==> src/rtl/stby_pkg.sv <==
package stby_pkg;

  typedef enum logic [1:0] {
    ST_IDLE    = 2'd0,
    ST_STANDBY = 2'd1,
    ST_STAB    = 2'd2,
    ST_RESUME  = 2'd3
  } stby_state_e;

  localparam logic [2:0] CODE_RSVD  = 3'b110;
  localparam logic [2:0] CODE_SHORT = 3'b111;
  localparam int unsigned LONG_STEP = 5;

  // Number of cycles spent settling for a given interval code.
  function automatic int unsigned wait_len(input logic [2:0] code,
                                           input int unsigned base_log2,
                                           input int unsigned short_cnt);
    int unsigned n;
    if (code == CODE_SHORT) begin
      n = short_cnt;
    end else if (code == CODE_RSVD) begin
      n = 32'd1 << (base_log2 + LONG_STEP);
    end else begin
      n = 32'd1 << (base_log2 + {29'd0, code});
    end
    return n;
  endfunction

endpackage

==> src/rtl/stby_nmi_edge.sv <==
module stby_nmi_edge (
  input  logic clk,
  input  logic rst_n,
  input  logic nmi_i,
  input  logic rise_sel_i,
  output logic wake_edge_o
);

  logic sync1_q, sync2_q, last_q;

  always_ff @(posedge clk or negedge rst_n) begin
    if (!rst_n) begin
      sync1_q <= 1'b0;
      sync2_q <= 1'b0;
      last_q  <= 1'b0;
    end else begin
      sync1_q <= nmi_i;
      sync2_q <= sync1_q;
      last_q  <= sync2_q;
    end
  end

  logic rise_seen, fall_seen;

  always_comb begin
    rise_seen   = sync2_q & ~last_q;
    fall_seen   = ~sync2_q & last_q;
    wake_edge_o = rise_sel_i ? rise_seen : fall_seen;
  end

endmodule

==> src/rtl/stby_stab_timer.sv <==
module stby_stab_timer #(
  parameter int unsigned W = 19
) (
  input  logic         clk,
  input  logic         rst_n,
  input  logic         load_i,
  input  logic [W-1:0] load_val_i,
  input  logic         run_i,
  output logic         zero_o
);

  logic [W-1:0] cnt_q, cnt_d;
  logic         cnt_en;

  always_comb begin
    cnt_en = load_i | (run_i & (cnt_q != '0));
    cnt_d  = cnt_q;
    if (load_i) begin
      cnt_d = load_val_i;
    end else if (run_i && (cnt_q != '0)) begin
      cnt_d = cnt_q - W'(1);
    end
  end

  always_ff @(posedge clk or negedge rst_n) begin
    if (!rst_n) begin
      cnt_q <= '0;
    end else if (cnt_en) begin
      cnt_q <= cnt_d;
    end
  end

  assign zero_o = (cnt_q == '0);

endmodule

==> src/rtl/stby_fsm.sv <==
module stby_fsm
  import stby_pkg::*;
#(
  parameter int unsigned BASE_LOG2 = 13,
  parameter int unsigned SHORT_CNT = 16,
  parameter int unsigned CNT_W     = BASE_LOG2 + 6
) (
  input  logic             clk,
  input  logic             rst_n,
  input  logic             sleep_req_i,
  input  logic             stby_en_i,
  input  logic             edge_sel_i,
  input  logic [2:0]       stab_sel_i,
  input  logic             wake_edge_i,
  input  logic             timer_zero_i,
  output stby_state_e      state_o,
  output logic             rise_sel_o,
  output logic             load_o,
  output logic [CNT_W-1:0] load_val_o,
  output logic             run_o,
  output logic             cfg_err_o
);

  stby_state_e state_q, state_d;
  logic        pol_q;
  logic [2:0]  code_q;
  logic        err_q;
  logic        enter;

  // next-state logic
  always_comb begin
    state_d = state_q;
    enter   = 1'b0;
    load_o  = 1'b0;
    run_o   = 1'b0;
    unique case (state_q)
      ST_IDLE: begin
        if (sleep_req_i && stby_en_i) begin
          enter   = 1'b1;
          state_d = ST_STANDBY;
        end
      end
      ST_STANDBY: begin
        if (wake_edge_i) begin
          load_o  = 1'b1;
          state_d = ST_STAB;
        end
      end
      ST_STAB: begin
        run_o = 1'b1;
        if (timer_zero_i) begin
          state_d = ST_RESUME;
        end
      end
      ST_RESUME: begin
        state_d = ST_IDLE;
      end
      default: state_d = ST_IDLE;
    endcase
  end

  // state register
  always_ff @(posedge clk or negedge rst_n) begin
    if (!rst_n) begin
      state_q <= ST_IDLE;
    end else begin
      state_q <= state_d;
    end
  end

  // configuration captured on entry
  always_ff @(posedge clk or negedge rst_n) begin
    if (!rst_n) begin
      pol_q  <= 1'b0;
      code_q <= 3'd0;
    end else if (enter) begin
      pol_q  <= edge_sel_i;
      code_q <= stab_sel_i;
    end
  end

  // sticky reserved-code flag
  always_ff @(posedge clk or negedge rst_n) begin
    if (!rst_n) begin
      err_q <= 1'b0;
    end else if (enter && (stab_sel_i == CODE_RSVD)) begin
      err_q <= 1'b1;
    end
  end

  assign load_val_o = CNT_W'(wait_len(code_q, BASE_LOG2, SHORT_CNT) - 32'd1);
  assign state_o    = state_q;
  assign rise_sel_o = pol_q;
  assign cfg_err_o  = err_q;

endmodule

==> src/rtl/stby_wake_ctrl.sv <==
module stby_wake_ctrl
  import stby_pkg::*;
#(
  parameter int unsigned BASE_LOG2 = 13,
  parameter int unsigned SHORT_CNT = 16
) (
  input  logic       clk,
  input  logic       rst_n,
  input  logic       sleep_req_i,
  input  logic       stby_en_i,
  input  logic       edge_sel_i,
  input  logic [2:0] stab_sel_i,
  input  logic       nmi_i,
  output logic       core_clk_en_o,
  output logic       stall_o,
  output logic       resume_o,
  output logic       cfg_err_o,
  output logic [1:0] state_o
);

  localparam int unsigned CNT_W = BASE_LOG2 + 6;

  stby_state_e      state;
  logic             rise_sel;
  logic             wake_edge;
  logic             load;
  logic [CNT_W-1:0] load_val;
  logic             run;
  logic             timer_zero;

  stby_nmi_edge u_edge (
    .clk         (clk),
    .rst_n       (rst_n),
    .nmi_i       (nmi_i),
    .rise_sel_i  (rise_sel),
    .wake_edge_o (wake_edge)
  );

  stby_stab_timer #(.W(CNT_W)) u_timer (
    .clk        (clk),
    .rst_n      (rst_n),
    .load_i     (load),
    .load_val_i (load_val),
    .run_i      (run),
    .zero_o     (timer_zero)
  );

  stby_fsm #(
    .BASE_LOG2 (BASE_LOG2),
    .SHORT_CNT (SHORT_CNT),
    .CNT_W     (CNT_W)
  ) u_fsm (
    .clk          (clk),
    .rst_n        (rst_n),
    .sleep_req_i  (sleep_req_i),
    .stby_en_i    (stby_en_i),
    .edge_sel_i   (edge_sel_i),
    .stab_sel_i   (stab_sel_i),
    .wake_edge_i  (wake_edge),
    .timer_zero_i (timer_zero),
    .state_o      (state),
    .rise_sel_o   (rise_sel),
    .load_o       (load),
    .load_val_o   (load_val),
    .run_o        (run),
    .cfg_err_o    (cfg_err_o)
  );

  always_comb begin
    core_clk_en_o = (state == ST_IDLE) || (state == ST_RESUME);
    stall_o       = (state == ST_STANDBY) || (state == ST_STAB);
    resume_o      = (state == ST_RESUME);
  end

  assign state_o = state;

endmodule

==> config.mk <==
export PLATFORM = sky130hd
export DESIGN_NAME = stby_wake_ctrl
export DESIGN_NICKNAME = d
export VERILOG_FILES = /design/src/rtl/stby_pkg.sv /design/src/rtl/stby_nmi_edge.sv /design/src/rtl/stby_stab_timer.sv /design/src/rtl/stby_fsm.sv /design/src/rtl/stby_wake_ctrl.sv
export SDC_FILE = /design/constraint.sdc
export NUM_CORES = 1
export LEC_CHECK = 0
export BUFFER_PORTS_ARGS = -buffer_cell sky130_fd_sc_hd__buf_4
export CAP_MARGIN = 25
export CORE_MARGIN = 5
export CORE_UTILIZATION = 61
export DETAILED_ROUTE_END_ITERATION = 6
export GPL_ROUTABILITY_DRIVEN = 0
export HOLD_SLACK_MARGIN = 0.1
export PLACE_DENSITY = 0.8
export RECOVER_POWER = 50
export SETUP_SLACK_MARGIN = 0.1
export SLEW_MARGIN = 20
export SYNTH_ARGS = -nofsm -noshare
export SYNTH_HDL_FRONTEND = slang
export SYNTH_SLANG_ARGS = --single-unit
==> constraint.sdc <==
create_clock -name clk -period 4.1 [get_ports clk]
set_input_delay 0.205 -clock clk [delete_from_list [all_inputs] [get_ports clk]]
set_output_delay 0.205 -clock clk [all_outputs]
set_load 0.01 [all_outputs]
==> flow_summary.json <==
{
  "outcome": "finished, violations left",
  "failed_checks": "max-capacitance violations, max-slew violations",
  "hold_viol": 0,
  "global_route_wire_length_before_repair_um": 8980,
  "ff2ff_setup_slack_ns": 0.42,
  "netlist_area_mm2": 0.00231,
  "die_area_mm2": 0.00512,
  "cts.htree.levels": 2,
  "dominant_synthesized_flop_cell": "sky130_fd_sc_hd__dfrtp_1",
  "timing.final.crit_share_pct": 89.8,
  "crit-reg2reg-launch": "u_fsm.code_q[0]",
  "synth.net_count": 266,
  "fillerInstances": 290,
  "cap_violations": 1,
  "synthDistinctLibCells": 68,
  "cp-endpoint": "u_timer.cnt_q[16]",
  "initial_core_util_pct": 63.1,
  "postCtsSetupBuffers": 0,
  "post-place-cells": 301,
  "first_global_vias": 1777,
  "cts_buffer_depth": 2,
  "worst_slew_pin_slew_ns": 1.56,
  "global_route.usage.total_pct": 22.4,
  "dr.pass1.iters": 5,
  "rsz0062_at_grt": "false",
  "final_setup_violations": 0,
  "rr_worst_depth": 12,
  "yosys_warnings": 0,
  "placement.setup.worst_slack_ns": 0.382,
  "post_synth_inst_count": 250,
  "numCtsBuffers": 5,
  "period_needed_ns": 3.68,
  "critical_path.endpoint_type": "register",
  "timing.final.max_slew_violations": 30,
  "timing.critical_path.fanout_max": 17,
  "crit_type": "register to register",
  "clock-skew-final_ns": 0.00407,
  "crit_required_ns": 4.29,
  "r2r_end": "u_timer.cnt_q[16]",
  "syn_avg_cell_area_um2": 9.24,
  "antenna_violating_nets_post_route": 0,
  "globalRoute.totalOverflow": 0,
  "timing.fmax_ghz": 0.272,
  "synthesis_to_layout_area_growth_pct": 9.75,
  "setup.worst_path.start_class": "register",
  "synth_enable_flop_cells": 0,
  "seq_area_um2": 726,
  "power.total_uw": 1950,
  "initialDrtViolationCount": 151,
  "cp_arrival_ns": 3.87,
  "asyncSetResetFlopFracSynth_pct": 100,
  "setup_tns_final_ns": 0,
  "path_clk_slew_ns": 0.06,
  "detail_route.wirelength_um": 5390,
  "tritoncts": "yes",
  "grt_antenna_before_repair": 0,
  "wl_per_cell_um": 17.4,
  "maxSlewHeadroom_pct": -3.74,
  "cellLeakagePower_uw": 0.00101,
  "pin_count": 15,
  "timing.final.ws_setup_ns": 0.417,
  "insertedDiodeCount": 0,
  "powerDensity_mw_per_mm2": 767,
  "multi_input_area_mm2": 0.00150,
  "floorplan.rows": 22,
  "yosys_register_bits": 29,
  "grt_max_degree": 33,
  "register_area_share_after_synthesis_pct": 31.4,
  "detailroute.via_count": 1969,
  "height_of_the_die_um": 71.5,
  "postLayoutCoreUtil_pct": 69.2,
  "timing.hold.worst.class": "input pin to register",
  "root_buffer": "sky130_fd_sc_hd__clkbuf_8",
  "drt-vias-per-instance": 6.35,
  "floorplan.die.width_um": 71.5,
  "worstSkewPairLatency_ns": 0.28,
  "post-route-drc-count": 0,
  "core_region_area_mm2": 0.00366,
  "startpoint": "u_fsm.code_q[0]",
  "fin_cells": 310,
  "tritoncts_num_sinks": 29,
  "layout-drive-gt1-share_pct": 18.7,
  "detail_placement_hpwl_um": 3940,
  "place.port_buffers": 14,
  "final_nets": 278,
  "worst_ir_drop_vdd_v": 0.000524
}
[layer usage]
layer | track usage [%] | vias to the layer above | share of wire [%]
met5 | 0 | - | 0
met4 | 5.64 | 0 | 1.5
met3 | 4.21 | 10 | 5.7
met2 | 36.5 | 67 | 48
met1 | 30.6 | 941 | 45
li1 | - | 951 | -
[registers in the layout, summed over array words and instances (netlist names)]
name,count
u_edge.last_q,1
u_edge.sync1_q,1
u_edge.sync2_q,1
u_fsm.cfg_err_o,1
u_fsm.code_q,3
u_fsm.rise_sel_o,1
u_fsm.state_o,2
u_timer.cnt_q,19
[synthesized netlist by cell type (all sizes together), types with 3 or more instances]
library cell	instances	area share (%)
a211o	3	1.1
a21oi	11	2.4
a221oi	3	1.4
a31oi	3	1.1
buf	3	1.1
clkbuf	10	1.6
dfrtp	29	31
ha	7	3.8
inv	8	1.3
mux2	7	3.6
mux2i	7	3.0
nand2	21	3.7
nand2b	3	0.81
nand3	6	1.3
nand3b	5	1.6
nor2	20	3.3
nor2b	4	1.1
nor3	9	2.2
nor4bb	3	1.3
o211ai	3	0.98
o21ai	10	2.2
o22ai	3	0.81
or3	5	1.6
or4	5	1.8
xnor2	15	5.7
xor2	5	1.9
[power breakdown]
| group | leakage, uW | internal [uW] | total, uW | switching (uW) |
|---|---|---|---|---|
| Sequential | 0.000358 | 396 | 567 | 171 |
| Clock | 0.0000443 | 133 | 239 | 106 |
| Combinational | 0.000610 | 497 | 1140 | 643 |
| Total | 0.00101 | 1030 | 1950 | 920 |
[layout by cell type, fill, tap and decap left out, drive strengths merged, types with 3 or more instances in the layout]
| cell type | instances |
|---|---|
| a211o | 3 |
| a21oi | 11 |
| a221oi | 3 |
| a31oi | 3 |
| buf | 14 |
| clkbuf | 9 |
| dfrtp | 29 |
| ha | 7 |
| inv | 8 |
| mux2 | 7 |
| mux2i | 7 |
| nand2 | 21 |
| nand2b | 3 |
| nand3 | 6 |
| nand3b | 5 |
| nor2 | 20 |
| nor2b | 4 |
| nor3 | 9 |
| nor4bb | 3 |
| o211ai | 3 |
| o21ai | 10 |
| o22ai | 3 |
| or3 | 5 |
| or4 | 5 |
| xnor2 | 15 |
| xor2 | 5 |
[worst min-delay path by stage]
stage / start / endpoint / slack [ns] / cells past startpoint
after global placement: rst_n / u_timer.cnt_q[15] / 0.15 / 1
final: stab_sel_i[0] / u_fsm.cfg_err_o / 0.11 / 2
after global routing: stab_sel_i[0] / u_fsm.cfg_err_o / 0.13 / 2
after floorplan: rst_n / u_edge.last_q / -0.09 / 0
after CTS: stab_sel_i[0] / u_fsm.cfg_err_o / 0.11 / 2
after detailed placement: rst_n / u_timer.cnt_q[13] / 0.15 / 1
[stage by stage]
| step | hold slack [ns] | instance area [um2] |
|---|---|---|
| finish | 0.115 | 2530 |
| global route | 0.126 | 2530 |
| CTS | 0.115 | 2530 |
| detailed placement | 0.149 | 2430 |
| global placement | 0.146 | 2430 |
| floorplan | -0.0906 | 2310 |
[cells by family after synthesis]
logic type	Yosys count	share of synthesized area (%)
AO/OA/AOI/OAI	56	19.6
multiplexers	14	6.61
flip-flops	29	31.4
XOR/XNOR	20	7.58
buffers and inverters	21	4.06
adder cells (fa/ha/maj)	7	3.79
AND/OR/NAND/NOR	103	27.0
[worst max-delay path, stage by stage, from the launching register on]
cell and delay, ns:
sky130_fd_sc_hd__dfrtp_1 0.61, sky130_fd_sc_hd__nand2_1 0.21, sky130_fd_sc_hd__inv_1 0.13, sky130_fd_sc_hd__ha_1 0.46, sky130_fd_sc_hd__and3b_1 0.29, sky130_fd_sc_hd__and3_1 0.18
sky130_fd_sc_hd__a21oi_1 0.13, sky130_fd_sc_hd__ha_1 0.25, sky130_fd_sc_hd__inv_1 0.13, sky130_fd_sc_hd__a2111oi_2 0.47, sky130_fd_sc_hd__o22ai_1 0.22, sky130_fd_sc_hd__or4_1 0.42
sky130_fd_sc_hd__o221ai_1 0.09
[layout make-up]
cell class	count	area share [%]
Tap cell	48	2.37
Multi-Input combinational cell	200	59.0
Clock buffer	7	3.41
Inverter	8	1.18
Timing Repair Buffer	18	5.38
Sequential cell	29	28.6
[repair_timing]
action,CTS,global route
gates resized for setup,0,1
hold buffers,2,0
hold endpoints to repair,30,0
endpoints found under the setup margin,0,2
Note: power is estimated with default switching activity, not from simulation.
